**src/rtl/memerr_pkg.sv**
```systemverilog
package memerr_pkg;

    localparam int NCLS  = 3;
    localparam int CID_W = 6;
    localparam int DW    = 32;
    localparam int NREG  = 2 + 2 * NCLS;
    localparam int RA_W  = $clog2(NREG);

    localparam int RA_PEND = 0;
    localparam int RA_MASK = 1;
    localparam int RA_CAP  = 2;

    typedef enum int {
        CLS_DECODE = 0,
        CLS_PAGE   = 1,
        CLS_SECURE = 2
    } err_cls_e;

    typedef struct packed {
        logic [CID_W-1:0] cid;
        logic             wr;
        logic             sec_ty;
    } err_info_t;

    // Builds the status word for one fault kind in that kind's own layout.
    function automatic logic [DW-1:0] pack_status(input int cls, input err_info_t info);
        logic [DW-1:0] s;
        s = '0;
        case (cls)
            CLS_DECODE: begin
                s[CID_W-1:0] = info.cid;
                s[DW-1]      = info.wr;
            end
            CLS_PAGE: begin
                s[0]       = info.wr;
                s[CID_W:1] = info.cid;
            end
            default: begin
                s[CID_W-1:0] = info.cid;
                s[DW-2]      = info.sec_ty;
                s[DW-1]      = info.wr;
            end
        endcase
        return s;
    endfunction

endpackage

```
**src/rtl/memerr_regbank.sv**
```systemverilog
module memerr_regbank
    import memerr_pkg::*;
(
    input  logic            clk_i,
    input  logic            rst_i,
    input  logic            wen_i,
    input  logic [RA_W-1:0] waddr_i,
    input  logic [DW-1:0]   wdata_i,
    input  logic [NCLS-1:0] vld_i,
    output logic [NCLS-1:0] clr_o,
    output logic [NCLS-1:0] pend_o,
    output logic [NCLS-1:0] mask_o
);

    logic [NCLS-1:0] pend_q;
    logic [NCLS-1:0] mask_q;

    always_comb begin
        clr_o = '0;
        if (wen_i && waddr_i == RA_W'(RA_PEND))
            clr_o = wdata_i[NCLS-1:0];
    end

    always_ff @(posedge clk_i) begin
        if (rst_i) begin
            pend_q <= '0;
            mask_q <= '0;
        end else begin
            pend_q <= (pend_q & ~clr_o) | vld_i;
            if (wen_i && waddr_i == RA_W'(RA_MASK))
                mask_q <= wdata_i[NCLS-1:0];
        end
    end

    assign pend_o = pend_q;
    assign mask_o = mask_q;

endmodule

```
**src/rtl/memerr_slot.sv**
```systemverilog
module memerr_slot
    import memerr_pkg::*;
#(
    parameter int ADDR_W = 32,
    parameter int CLS    = 0
) (
    input  logic              clk_i,
    input  logic              rst_i,
    input  logic              vld_i,
    input  err_info_t         info_i,
    input  logic [ADDR_W-1:0] addr_i,
    input  logic              pend_i,
    input  logic              clr_i,
    output logic [DW-1:0]     stat_o,
    output logic [DW-1:0]     addr_o
);

    logic take;
    assign take = vld_i && (!pend_i || clr_i);

    always_ff @(posedge clk_i) begin
        if (rst_i) begin
            stat_o <= '0;
            addr_o <= '0;
        end else if (take) begin
            stat_o <= pack_status(CLS, info_i);
            addr_o <= DW'(addr_i);
        end
    end

endmodule

```
**src/rtl/memerr_capture_unit.sv**
```systemverilog
module memerr_capture_unit
    import memerr_pkg::*;
#(
    parameter int ADDR_W = 32
) (
    input  logic                   clk_i,
    input  logic                   rst_i,
    input  logic [NCLS-1:0]        err_vld_i,
    input  logic [NCLS*CID_W-1:0]  err_cid_i,
    input  logic [NCLS-1:0]        err_wr_i,
    input  logic [NCLS*ADDR_W-1:0] err_addr_i,
    input  logic                   err_sec_type_i,
    input  logic [RA_W-1:0]        reg_addr_i,
    input  logic                   reg_wen_i,
    input  logic [DW-1:0]          reg_wdata_i,
    output logic [DW-1:0]          reg_rdata_o,
    output logic                   irq_o
);

    logic [NCLS-1:0]    clr_w;
    logic [NCLS-1:0]    pend_q;
    logic [NCLS-1:0]    mask_q;
    logic [NCLS*DW-1:0] stat_flat;
    logic [NCLS*DW-1:0] addr_flat;

    memerr_regbank u_regs (
        .clk_i   (clk_i),
        .rst_i   (rst_i),
        .wen_i   (reg_wen_i),
        .waddr_i (reg_addr_i),
        .wdata_i (reg_wdata_i),
        .vld_i   (err_vld_i),
        .clr_o   (clr_w),
        .pend_o  (pend_q),
        .mask_o  (mask_q)
    );

    for (genvar g = 0; g < NCLS; g++) begin : g_slot
        err_info_t info;
        assign info.cid    = err_cid_i[g*CID_W +: CID_W];
        assign info.wr     = err_wr_i[g];
        assign info.sec_ty = (g == CLS_SECURE) ? err_sec_type_i : 1'b0;

        memerr_slot #(.ADDR_W(ADDR_W), .CLS(g)) u_slot (
            .clk_i  (clk_i),
            .rst_i  (rst_i),
            .vld_i  (err_vld_i[g]),
            .info_i (info),
            .addr_i (err_addr_i[g*ADDR_W +: ADDR_W]),
            .pend_i (pend_q[g]),
            .clr_i  (clr_w[g]),
            .stat_o (stat_flat[g*DW +: DW]),
            .addr_o (addr_flat[g*DW +: DW])
        );
    end

    always_comb begin
        reg_rdata_o = '0;
        if (reg_addr_i == RA_W'(RA_PEND))
            reg_rdata_o = DW'(pend_q);
        else if (reg_addr_i == RA_W'(RA_MASK))
            reg_rdata_o = DW'(mask_q);
        for (int k = 0; k < NCLS; k++) begin
            if (reg_addr_i == RA_W'(RA_CAP + 2 * k))
                reg_rdata_o = stat_flat[k*DW +: DW];
            if (reg_addr_i == RA_W'(RA_CAP + 2 * k + 1))
                reg_rdata_o = addr_flat[k*DW +: DW];
        end
    end

    always_ff @(posedge clk_i) begin
        if (rst_i) irq_o <= 1'b0;
        else       irq_o <= |(pend_q & mask_q);
    end

endmodule

```
**config.mk**
```make
export PLATFORM = sky130hd
export DESIGN_NAME = memerr_capture_unit
export DESIGN_NICKNAME = d
export VERILOG_FILES = /design/src/rtl/memerr_pkg.sv /design/src/rtl/memerr_regbank.sv /design/src/rtl/memerr_slot.sv /design/src/rtl/memerr_capture_unit.sv
export SDC_FILE = /design/constraint.sdc
export NUM_CORES = 1
export LEC_CHECK = 0
export BUFFER_PORTS_ARGS = -buffer_cell sky130_fd_sc_hd__buf_2
export CORE_MARGIN = 2
export CORE_UTILIZATION = 45
export DETAILED_ROUTE_END_ITERATION = 6
export PLACE_DENSITY_LB_ADDON = 0.1
export SLEW_MARGIN = 10
export SYNTH_ARGS = -nofsm -noshare
export SYNTH_HDL_FRONTEND = slang
export SYNTH_SLANG_ARGS = --single-unit
export TNS_END_PERCENT = 50
```
**constraint.sdc**
```tcl
create_clock -name clk_i -period 2.3 [get_ports clk_i]
set_input_delay 0.345 -clock clk_i [delete_from_list [all_inputs] [get_ports clk_i]]
set_output_delay 0.345 -clock clk_i [all_outputs]
set_load 0.05 [all_outputs]
```
# Word-level counts from Yosys, hierarchy flattened
# Index checks and enable logic that the tools add are counted.
[totals] register_bits=125 input_bits=159 out_inout_bits=33 elab_cells=42
[classes] n_eq_ne=7 muxes=9 n_bitwise=4 reduce_logical=13
[ops] cell="$mux 32" n=6
[ops] cell="$eq 3x3->1 const B" n=4
[ops] cell="$mux 3" n=3
[ops] cell="$and 3x3->3" n=2
[ops] cell="$eq 3x2->1 const B" n=2
[ops] cell="$logic_and 1x1->1" n=5
[ops] cell="$eq 3x1->1 const B" n=1
[ops] cell="$logic_not 1->1" n=3
[ops] cell="$logic_not 3->1" n=1
[ops] cell="$logic_or 1x1->1" n=3
[ops] cell="$not 3->3" n=1
[ops] cell="$or 3x3->3" n=1
[ops] cell="$reduce_or 3->1" n=1

# Longest topological paths before layout
[depth] ltp_word=9 ltp_mapped=7 depth_no_buf=3

# Hierarchy
# Synthesis repeated with hierarchy kept, for this count alone.
[hier_totals] hier_cells=863 hier_area_um2=7917.6
[by_module_without_submodules] module="memerr_slot (g_slot[0].u_slot ...)" instances=2 cells_each=196 area_per_inst_um2=1935.6 seq_area_each_um2=780.7
[by_module_without_submodules] module="memerr_slot (g_slot[2].u_slot)" instances=1 cells_each=199 area_per_inst_um2=1998.2 seq_area_each_um2=800.8
[by_module_without_submodules] module="memerr_capture_unit" instances=1 cells_each=243 area_per_inst_um2=1756.7 seq_area_each_um2=20.0
[by_module_without_submodules] module="memerr_regbank" instances=1 cells_each=29 area_per_inst_um2=291.5 seq_area_each_um2=120.1

# Least setup slack after synthesis
# Ideal clock, no wire load.
[synth_timing] kind="input to output" start="input port reg_addr_i[1]" end="output port reg_rdata_o[4]" t_arrival_ns=2.466 required_time_ns=1.955 setup_slack_ns=-0.511 stages=5 n_path_buf=3 path_cell_list="clkbuf_1 > buf_1 > clkbuf_1 > o21ai_0 > a211oi_1"
[synth_via] elab_chain_len=7 word_cells_on_any_way=12 cone_classes="6 x eq/ne; 6 x mux"
[synth_rtl] element="start, declared" line="memerr_capture_unit.sv:13" text="input logic [RA_W-1:0] reg_addr_i,"
[synth_rtl] element="$eq 3x2->1" line="memerr_capture_unit.sv:64" text="if (reg_addr_i == RA_W'(RA_CAP + 2 * k))"
[synth_rtl] element="$mux 32" line="memerr_capture_unit.sv:64"
[synth_rtl] element="$mux 32" line="memerr_capture_unit.sv:66" text="if (reg_addr_i == RA_W'(RA_CAP + 2 * k + 1))"
[synth_rtl] element="$mux 32" line="memerr_capture_unit.sv:64"
[synth_rtl] element="$mux 32" line="memerr_capture_unit.sv:66"
[synth_rtl] element="$mux 32" line="memerr_capture_unit.sv:64"
[synth_rtl] element="$mux 32 *" line="memerr_capture_unit.sv:66"
[synth_rtl] element="end, declared" line="memerr_capture_unit.sv:16" text="output logic [DW-1:0] reg_rdata_o,"
# Mark *: on every way between the ends. The rest lies on a longest branch, timed or not.

# Worst setup path in the final report
[layout_timing] start="input port reg_addr_i[1]" end="output port reg_rdata_o[29]"
[layout_via] elab_chain_len=6 word_cells_on_any_way=10 cone_classes="5 x eq/ne; 5 x mux"
[layout_rtl] element="$eq 3x2->1" line="memerr_capture_unit.sv:66"
[layout_rtl] element="$mux 32" line="memerr_capture_unit.sv:66"
[layout_rtl] element="$mux 32" line="memerr_capture_unit.sv:64"
[layout_rtl] element="$mux 32" line="memerr_capture_unit.sv:66"
[layout_rtl] element="$mux 32" line="memerr_capture_unit.sv:64"
[layout_rtl] element="$mux 32 *" line="memerr_capture_unit.sv:66"
# Marks and branches as above.

==> run metrics <==
status=finished, final reports clean; routed vias/inst=4.98; Area growth, synth to finish=25.3%; warnings from Yosys=0; clock skew=0.00676 ns; worst hold path type=in -> reg; H-tree levels=4; Final WS setup=0.170 ns; core area=14400 µm²; PortBufs=162; largest net degree at the start of global routing=91; worst hold start=err_addr_i[26]; Die Span Y=125 µm; Pleak=3.87 nW; Root Driver=clkbuf_16; final hold slack=0.176 ns; Clock Latency Late Sink=0.42 ns; Worst Tran Pin Value=0.496 ns; deepest clock path buffer count=2; worst r2r path cells=3; WL final=16.4 mm; r2r setup slk=1.03 ns; Reg clk slew, reported paths=0.06 ns; Worst slew margin=66.9%; drt wl/cell=15.9 µm; hold path depth=3; Syn Std Cell Area=6550 µm²; Seq/Total Area, Yosys=38.2%; share of the synthesized area in the top cell type=38.2%; r2r startpoint=u_regs.pend_o[1]; Final Instance Area=8200 µm²; final setup vio count=0; TritonCTS buffer count=17; hold_buf cts=0; area leader, netlist=dfxtp_1; number of synthesized flops with an enable pin=0; drt pass-1 iters=4; syn nets=845; MaxCap Viol Count=0; antenna-violating nets left=0; dominant cells by area after synthesis=dfxtp_1 38%, nand2b_1 23%, mux2i_1 19%; Remaining DRCs=0; crit path launch type=primary input; worst reg2reg endpoint=g_slot[1].u_slot.addr_o[25]; postcts setup bufs=0; Max Freq=470 MHz; Worst setup startpoint=reg_addr_i[1]; Total GRT Usage=21.6%; count of cell types in the netlist=32; Layout Cells excl Fill=1032; nets=992; Hold Path Sink=g_slot[0].u_slot.addr_o[26]; Die Span X=125 µm; Num Clock Sinks=125; CP arrival=1.78 ns; crit end category=output pin; CTS tree=built; Fill cells=1307; most common cell in the netlist=nand2b_1; die area=15500 µm²; DR vias=5144; VDD IR-drop max=0.518 mV; final hold viol count=0; global placement routability congestion=0.797; Placed Cells=998; GR Overflow Total=0; Max Slew Vio Count=0; Rows=44; Pwr Density=732 nW/µm²; setup TNS=0 ns; Place WS=0.170 ns; I/O pin count=192; syn avg cell area=9.54 µm²; initial antenna violation count=1; top cell types by occurrence after synthesis=236 x nand2b_1, 125 x dfxtp_1, 123 x mux2i_1; DP HPWL=11.3 mm; Async SR Flop Fraction=0%; first-pass GRT wire length=26.6 mm; Cells after Synth=686; Final period util=92.6%; CP required=1.96 ns; Placement Cell Area=7600 µm²; Main synth FF type=dfxtp_1; RSZ-0062 raised after global routing=no; Iter 0 DRT Violations=218; Crit Path Class=in -> out; Resize count post-CTS=0; fin crit period=2.13 ns; number of synthesized register bits=125; Initial Util=45.6%; vias in the first global route=5364; crit path max fanout=23; share of cells above drive strength 1=30.1%
-- layer usage --
metal / track usage, % / share of wire [%]
met5: 0 / 0
met3: 7.56 / 6.1
met2: 35.8 / 47
met4: 5.82 / 1.0
met1: 26.6 / 46
-- sequential cells by signal (all words and copies together), names as in the netlist --
register              flops
u_regs.mask_o             3
irq_o                     1
u_regs.pend_o             3
g_slot.u_slot.stat_o     22
g_slot.u_slot.addr_o     96
-- layout by cell type (no fill, tap or decap), drive strengths merged --
master | Yosys | final
nand2b | 236 | 236
buf | 17 | 187
dfxtp | 125 | 125
mux2i | 123 | 123
nor2 | 27 | 27
mux2 | 26 | 26
clkbuf | 42 | 26
a22oi | 25 | 25
nand2 | 13 | 13
o21ai | 7 | 7
mux4 | 6 | 6
inv | 6 | 6
clkinv | 2 | 6
a21oi | 5 | 5
o22a | 5 | 5
o211ai | 4 | 4
diode | 0 | 2
nand3b | 2 | 2
bufinv | 0 | 2
nor2b | 2 | 2
a211oi | 2 | 2
and3 | 1 | 1
and3b | 1 | 1
o2bb2ai | 1 | 1
nand3 | 1 | 1
a22o | 1 | 1
o32ai | 1 | 1
a2bb2oi | 1 | 1
a31oi | 1 | 1
or4b | 1 | 1
nor4bb | 1 | 1
a222oi | 1 | 1
-- logic make-up after synthesis --
family                 count (synthesis)  share of synthesized area, %
AO/OA/AOI/OAI                         54                          5.92
buffers and inverters                 67                          4.59
AND/OR/NAND/NOR                      285                          25.9
multiplexers                         155                          25.3
flip-flops                           125                          38.2
-- final cells by class --
type	instances	area, µm²	area share [%]
antenna	2	5.00	0.0610
sequential	125	2500	30.5
timing repair buffer	187	1080	13.1
tap	184	230	2.81
multi-input combinational	494	3760	45.8
inverter	8	30.0	0.366
clock buffer	26	519	6.33
clock inverter	6	80.1	0.976
-- critical path: stages --
cell	delay, ns
buf_2	0.26
buf_4	0.24
nor2b_2	0.20
buf_12	0.19
a22oi_1	0.10
nor2_1	0.15
buf_2	0.29
-- metrics by stage --
| step | util (%) | total power, mW |
|---|---|---|
| finish | 57.1 | 6.01 |
| global route | 57.1 | 6.24 |
| CTS | 57.1 | 6.06 |
| detailed placement | 52.9 | 3.35 |
| global placement | 52.9 | 3.32 |
| floorplan | - | 3.04 |
-- worst max path at each step --
stage,to
final,reg_rdata_o[29]
after global routing,reg_rdata_o[29]
after CTS,reg_rdata_o[29]
after global placement,reg_rdata_o[29]
after floorplan,reg_rdata_o[3]
after detailed placement,reg_rdata_o[29]
-- report_power, final --
group,internal [mW],switching [mW]
Combinational,0.433,0.479
Clock,1.76,0.950
Sequential,2.31,0.0739
Total,4.50,1.50
No activity file was read; power rests on OpenSTA's default activity.
